==> src/rtl/ctr_pkg.sv <==
package ctr_pkg;
   typedef enum logic {
      MODE_TIMER   = 1'b0,
      MODE_COUNTER = 1'b1
   } ctr_mode_e;
endpackage

==> src/rtl/ctr_preload_regs.sv <==
module ctr_preload_regs #(
   parameter int CNT_W     = 16,
   parameter int DATA_W    = 8,
   parameter int ADDR_W    = 4,
   parameter int BASE_ADDR = 6,
   parameter logic [CNT_W-1:0] RST_VAL = 16'h0010
) (
   input  logic              clk_i,
   input  logic              rst_ni,
   input  logic              wr_en_i,
   input  logic [ADDR_W-1:0] addr_i,
   input  logic [DATA_W-1:0] wdata_i,
   output logic [CNT_W-1:0]  preload_o
);
   localparam int NBYTES = CNT_W / DATA_W;

   for (genvar k = 0; k < NBYTES; k++) begin : g_byte
      localparam logic [ADDR_W-1:0] BYTE_ADDR = ADDR_W'(BASE_ADDR + NBYTES - 1 - k);
      logic [DATA_W-1:0] byte_q;

      always_ff @(posedge clk_i or negedge rst_ni) begin
         if (!rst_ni) begin
            byte_q <= RST_VAL[k*DATA_W +: DATA_W];
         end else if (wr_en_i && (addr_i == BYTE_ADDR)) begin
            byte_q <= wdata_i;
         end
      end

      assign preload_o[k*DATA_W +: DATA_W] = byte_q;
   end
endmodule

==> src/rtl/ctr_cmd_decode.sv <==
module ctr_cmd_decode #(
   parameter int CNT_W      = 16,
   parameter int DATA_W     = 8,
   parameter int ADDR_W     = 4,
   parameter int BASE_ADDR  = 6,
   parameter int START_ADDR = 14,
   parameter int STOP_ADDR  = 15
) (
   input  logic              rd_en_i,
   input  logic [ADDR_W-1:0] addr_i,
   input  logic [CNT_W-1:0]  cnt_i,
   output logic              start_o,
   output logic              stop_o,
   output logic [DATA_W-1:0] rdata_o
);
   localparam int NBYTES = CNT_W / DATA_W;
   localparam logic [ADDR_W-1:0] START_A = ADDR_W'(START_ADDR);
   localparam logic [ADDR_W-1:0] STOP_A  = ADDR_W'(STOP_ADDR);

   assign start_o = rd_en_i && (addr_i == START_A);
   assign stop_o  = rd_en_i && (addr_i == STOP_A);

   always_comb begin
      rdata_o = '0;
      if (rd_en_i) begin
         for (int k = 0; k < NBYTES; k++) begin
            if (addr_i == ADDR_W'(BASE_ADDR + NBYTES - 1 - k)) begin
               rdata_o = cnt_i[k*DATA_W +: DATA_W];
            end
         end
      end
   end
endmodule

==> src/rtl/ctr_core.sv <==
module ctr_core
   import ctr_pkg::*;
#(
   parameter int CNT_W = 16,
   parameter logic [CNT_W-1:0] RST_VAL = 16'h0010
) (
   input  logic             clk_i,
   input  logic             rst_ni,
   input  logic             tick_i,
   input  logic             start_i,
   input  logic             stop_i,
   input  logic             mode_sel_i,
   input  logic [CNT_W-1:0] preload_i,
   output logic [CNT_W-1:0] cnt_o,
   output ctr_mode_e        mode_o,
   output logic             run_o,
   output logic             wave_o,
   output logic             rdy_o
);
   localparam logic [CNT_W-1:0] ONE = CNT_W'(1);

   logic [CNT_W-1:0] cnt_q;
   ctr_mode_e        mode_q;
   logic             run_q, wave_q, rdy_q;
   logic             halt_cmd, step, at_last, set_evt;

   assign halt_cmd = stop_i && (mode_q == MODE_COUNTER);
   assign step     = !start_i && !halt_cmd && tick_i && run_q;
   assign at_last  = (cnt_q == ONE);
   assign set_evt  = step && at_last && ((mode_q == MODE_COUNTER) || !wave_q);

   always_ff @(posedge clk_i or negedge rst_ni) begin
      if (!rst_ni) begin
         cnt_q  <= RST_VAL;
         mode_q <= MODE_TIMER;
         run_q  <= 1'b1;
         wave_q <= 1'b1;
      end else if (start_i) begin
         cnt_q  <= preload_i;
         mode_q <= ctr_mode_e'(mode_sel_i);
         run_q  <= 1'b1;
         wave_q <= 1'b1;
      end else if (halt_cmd) begin
         run_q  <= 1'b0;
         wave_q <= 1'b1;
      end else if (step) begin
         if (mode_q == MODE_TIMER) begin
            if (at_last) begin
               cnt_q  <= preload_i;
               wave_q <= ~wave_q;
            end else begin
               cnt_q <= cnt_q - ONE;
            end
         end else begin
            cnt_q <= cnt_q - ONE;
            if (at_last) begin
               wave_q <= 1'b0;
            end
         end
      end
   end

   always_ff @(posedge clk_i or negedge rst_ni) begin
      if (!rst_ni) begin
         rdy_q <= 1'b0;
      end else if (set_evt) begin
         rdy_q <= 1'b1;
      end else if (stop_i) begin
         rdy_q <= 1'b0;
      end
   end

   assign cnt_o  = cnt_q;
   assign mode_o = mode_q;
   assign run_o  = run_q;
   assign wave_o = wave_q;
   assign rdy_o  = rdy_q;
endmodule

==> src/rtl/prog_ctr_timer.sv <==
module prog_ctr_timer
   import ctr_pkg::*;
#(
   parameter int CNT_W      = 16,
   parameter int DATA_W     = 8,
   parameter int ADDR_W     = 4,
   parameter int BASE_ADDR  = 6,
   parameter int START_ADDR = 14,
   parameter int STOP_ADDR  = 15,
   parameter logic [CNT_W-1:0] RST_VAL = 16'h0010
) (
   input  logic              clk_i,
   input  logic              rst_ni,
   input  logic              tick_i,
   input  logic              mode_sel_i,
   input  logic              wr_en_i,
   input  logic              rd_en_i,
   input  logic [ADDR_W-1:0] addr_i,
   input  logic [DATA_W-1:0] wdata_i,
   output logic [DATA_W-1:0] rdata_o,
   output logic              rdy_o,
   output logic              wave_o
);
   localparam int NBYTES = CNT_W / DATA_W;

   if (CNT_W != NBYTES * DATA_W) begin : g_bad_width
      $error("CNT_W must be a whole number of DATA_W bytes");
   end
   if (RST_VAL < CNT_W'(2)) begin : g_bad_rst
      $error("reset preload must be at least 2");
   end
   if (START_ADDR == STOP_ADDR) begin : g_bad_cmd
      $error("start and stop addresses must differ");
   end
   if ((START_ADDR >= BASE_ADDR && START_ADDR < BASE_ADDR + NBYTES) ||
       (STOP_ADDR >= BASE_ADDR && STOP_ADDR < BASE_ADDR + NBYTES)) begin : g_bad_map
      $error("command addresses overlap the count bytes");
   end

   logic [CNT_W-1:0] preload_w, cnt_w;
   logic             start_w, stop_w, run_w;
   ctr_mode_e        mode_w;

   ctr_preload_regs #(
      .CNT_W(CNT_W), .DATA_W(DATA_W), .ADDR_W(ADDR_W),
      .BASE_ADDR(BASE_ADDR), .RST_VAL(RST_VAL)
   ) u_pre (
      .clk_i(clk_i), .rst_ni(rst_ni), .wr_en_i(wr_en_i),
      .addr_i(addr_i), .wdata_i(wdata_i), .preload_o(preload_w)
   );

   ctr_cmd_decode #(
      .CNT_W(CNT_W), .DATA_W(DATA_W), .ADDR_W(ADDR_W),
      .BASE_ADDR(BASE_ADDR), .START_ADDR(START_ADDR), .STOP_ADDR(STOP_ADDR)
   ) u_dec (
      .rd_en_i(rd_en_i), .addr_i(addr_i), .cnt_i(cnt_w),
      .start_o(start_w), .stop_o(stop_w), .rdata_o(rdata_o)
   );

   ctr_core #(
      .CNT_W(CNT_W), .RST_VAL(RST_VAL)
   ) u_core (
      .clk_i(clk_i), .rst_ni(rst_ni), .tick_i(tick_i),
      .start_i(start_w), .stop_i(stop_w), .mode_sel_i(mode_sel_i),
      .preload_i(preload_w), .cnt_o(cnt_w), .mode_o(mode_w),
      .run_o(run_w), .wave_o(wave_o), .rdy_o(rdy_o)
   );
endmodule

==> config.mk <==
export PLATFORM = sky130hd
export DESIGN_NAME = prog_ctr_timer
export DESIGN_NICKNAME = d
export VERILOG_FILES = /design/src/rtl/ctr_pkg.sv /design/src/rtl/ctr_preload_regs.sv /design/src/rtl/ctr_cmd_decode.sv /design/src/rtl/ctr_core.sv /design/src/rtl/prog_ctr_timer.sv
export SDC_FILE = /design/constraint.sdc
export NUM_CORES = 1
export LEC_CHECK = 0
export ABC_AREA = 0
export BUFFER_PORTS_ARGS = -buffer_cell sky130_fd_sc_hd__buf_2
export CORE_MARGIN = 1
export CORE_UTILIZATION = 50
export DETAILED_ROUTE_END_ITERATION = 16
export PLACE_DENSITY = 0.71
export SYNTH_ARGS = -nofsm -noshare
export SYNTH_HDL_FRONTEND = slang
export SYNTH_HIERARCHICAL = 1
export SYNTH_SLANG_ARGS = --single-unit
==> constraint.sdc <==
create_clock -name clk_i -period 1.9 [get_ports clk_i]
set_clock_uncertainty 0.05 [all_clocks]
set_input_delay 0.095 -clock clk_i [delete_from_list [all_inputs] [get_ports clk_i]]
set_output_delay 0.095 -clock clk_i [all_outputs]
set_load 0.03 [all_outputs]
==> results.md <==
* Die W at 67.7 microns
* Leak Pwr at 1.40 nW
* Yosys top cell by area: dfrtp_1
* First drt pass iteration count at 4
* Fraction of layout cells with a size suffix above 1 at 0.505
* Power per cell area at 902 mW/mm^2
* PortBufs at 27
* Most frequent cell after synthesis: dfrtp_1
* Setup WS pre-CTS at -245 ps
* Synth top area cells: dfrtp_1 37%, mux2_4 5.6%, dfstp_2 4.9%, mux2_2 4.7%, mux2i_1 4.2%
* Core ar. at 0.00409 sq mm
* TritonCTS buffer count at 5
* Share of flip-flops with an asynchronous set or reset at 1.00
* Worst setup path class: reg2reg
* Hold WS at 12.2 ps
* Avg Cell Area, Syn at 10.3 sq um
* Post-synthesis sequential area ratio at 0.419
* Count of cell types in the netlist at 45
* Outcome: finished with violations
* N_diodes at 0
* First-pass GRT wire length at 10.3 mm
* Final Instance Count excl. Fillers at 349
* GRT Total Usage at 0.316
* Crit path required time at 2080 ps
* Worst skew pair latency at 290 ps
* Nets at 318
* Final wirelength at 6.76 mm
* TritonCTS clock tree: built
* Cell family with most CP delay: simple AND/OR/NAND/NOR gates
* DIE AREA at 0.00459 sq mm
* Post-layout min period at 2190 ps
* Vias post-DR at 2139
* Routed Antenna Nets at 0
* Post-route total power at 0.00281 W
* Chip height at 67.7 microns
* Syn Std Cell Area at 0.00216 sq mm
* RePlAce Congestion at 0.869
* Hold path depth at 2
* Clock Root Buffer: clkbuf_8
* Grt ovf at 0
* Drt wl/cell at 19.4 microns
* Stages on the worst setup path at 8
* Row cnt at 23
* Placed cells at 316
* # setup viols final at 17
* Yosys reg bits at 36
* Worst rel slew slack at 0.455
* Top_reg_cell synth: dfrtp_1
* Cell mode on critical path: or3_1
* CP Launch Type: register
* CP arrival at 2370 ps
* Peak VDD IR at 0.754 mV
* Largest net degree at the start of global routing at 37
* Htree depth at 2
* Max-Cap Viols at 0
* Yosys top cell area share at 0.371
* Vias in the first global route at 2093
* Hold Violations, Final at 0
* Synth Instances at 209
* Critical Path Max Stage Delay at 390 ps
* Critical-path maximum fanout at 2
* Area Overhead vs Synth at 44.1%
* Worst Hold Class: in2reg
* Synth warnings at 6
* Failing checks: negative setup slack
* Crit-path cells: inv_2 > buf_4 > ha_4 > or3b_4 > or3_1 > or3_1 > a21oi_2 > a211o_1
* CP endpoint kind: register
* Num ports at 28
* Initial Util at 0.528
* Post-DP HPWL at 4.07 mm
* Syn Nets at 229
* Tightest Pin Transition at 818 ps
* Tcrit/Tclk final at 1.15
* Final setup margin at -287 ps
* Max Fclk at 457 MHz
* Initial antenna violation count at 0
* Clk sink count at 36
* Bufs and invs on worst path at 2
* Final Max Slew Viols at 0
* RSZ-0062 raised after global routing: true
* Reg clk slew, reported paths at 70 ps
* Cells on worst reg2reg path at 8
* Post-synth EDFFs at 0
* Starting DRT DRC Count at 146
* Vias per cell at 6.13
* Most frequent cells after synthesis: 32 x dfrtp_1, 21 x nand2_1, 12 x nor2_1
* Clk buf depth at 2
* Residual DRC at 0
* Slowest cell on the critical path: dfrtp_1
final timing paths:
path	slack [ps]	start	endpoint
max in group asynchronous	850	rst_ni	u_core/cnt_o[0]
min	10	wdata_i[2]	u_pre/g_byte[0].byte_q[2]
max	-290	u_core/cnt_o[1]	u_core/cnt_o[8]
min reg2reg	460	u_pre/g_byte[1].byte_q[3]	u_pre/g_byte[1].byte_q[3]
max reg2reg	-290	u_core/cnt_o[1]	u_core/cnt_o[8]
min in group asynchronous	380	rst_ni	u_core/cnt_o[6]
metrics by stage:
stage                     utilization  setup TNS, ps  area [sq um]
after floorplan                     -           -283          2180
after global placement          0.641          -1640          2620
after detailed placement        0.641          -2670          2620
after CTS                       0.753          -1860          3080
after global routing            0.761          -3350          3110
final                           0.761          -2600          3110
state kept, by name, summed over array words and instances (netlist names):
signal,count
u_core/cnt_o,16
u_core/rdy_o,1
u_core/mode_o,1
u_core/wave_o,1
u_core/run_o,1
u_pre/g_byte.byte_q,16
cell usage in the layout, fill, tap and decap left out, types with 3 or more instances in the layout:
| cell type | Yosys | layout |
|---|---|---|
| buf_4 | 0 | 46 |
| dfrtp_1 | 32 | 31 |
| buf_2 | 1 | 27 |
| nand2_1 | 21 | 21 |
| nor2_1 | 12 | 11 |
| buf_6 | 3 | 9 |
| dlygate4sd3_1 | 0 | 9 |
| mux2i_1 | 9 | 9 |
| mux2_2 | 9 | 9 |
| mux2_4 | 8 | 8 |
| clkbuf_8 | 0 | 6 |
| nor3_1 | 6 | 6 |
| a311o_1 | 6 | 6 |
| nand3_1 | 6 | 6 |
| inv_1 | 8 | 6 |
| nor4_2 | 1 | 5 |
| nand4_1 | 5 | 5 |
| or3_1 | 6 | 5 |
| o21ai_2 | 0 | 5 |
| o211ai_1 | 5 | 5 |
| nor4_4 | 2 | 4 |
| a21oi_2 | 0 | 4 |
| or4_1 | 4 | 4 |
| a21oi_1 | 8 | 4 |
| dfstp_2 | 4 | 4 |
| nor4_1 | 9 | 3 |
| o21ai_0 | 8 | 3 |
power by group:
group	internal, W	switching [W]	total [W]
combinational	0.000569	0.000531	0.00110
clock	0.000289	0.000283	0.000572
sequential	0.000960	0.000173	0.00113
total	0.00182	0.000987	0.00281
cell type report:
cell class                      count  area (sq um)
Multi-Input combinational cell    155          1330
Tap cell                           50          62.6
Clock buffer                        6          82.6
Timing Repair Buffer               92           692
Clock inverter                      2          10.0
Fill cell                         296           975
Inverter                            8          32.5
Sequential cell                    36           907
routing by layer:
metal / vias up / track usage / share of wire
met5: - / 0 / 0
met4: 0 / 0.168 / 0.040
met3: 25 / 0.0929 / 0.086
met2: 128 / 0.490 / 0.47
met1: 1020 / 0.394 / 0.40
li1: 966 / - / -
timing repair:
| item | 4_1_cts | 5_1_grt |
|---|---|---|
| hold buffers | 9 | 0 |
| gates resized for setup | 39 | 8 |
| buffers inserted | 12 | 1 |
| gates cloned | 3 | 0 |
| hold endpoints to repair | 46 | 0 |
| pin swaps | 18 | 7 |
| endpoints found under the setup margin | 14 | 18 |
cell families (layout without fill, tap and decap cells):
logic type	Yosys count	in the layout	synth area share
flip-flops	36	36	0.419
AO/OA/AOI/OAI	40	40	0.127
AND/OR/NAND/NOR	86	87	0.248
adder cells (fa/ha/maj)	2	2	0.0116
multiplexers	26	26	0.144
buffers and inverters	19	108	0.0492
(Power assumes the default switching activity.)
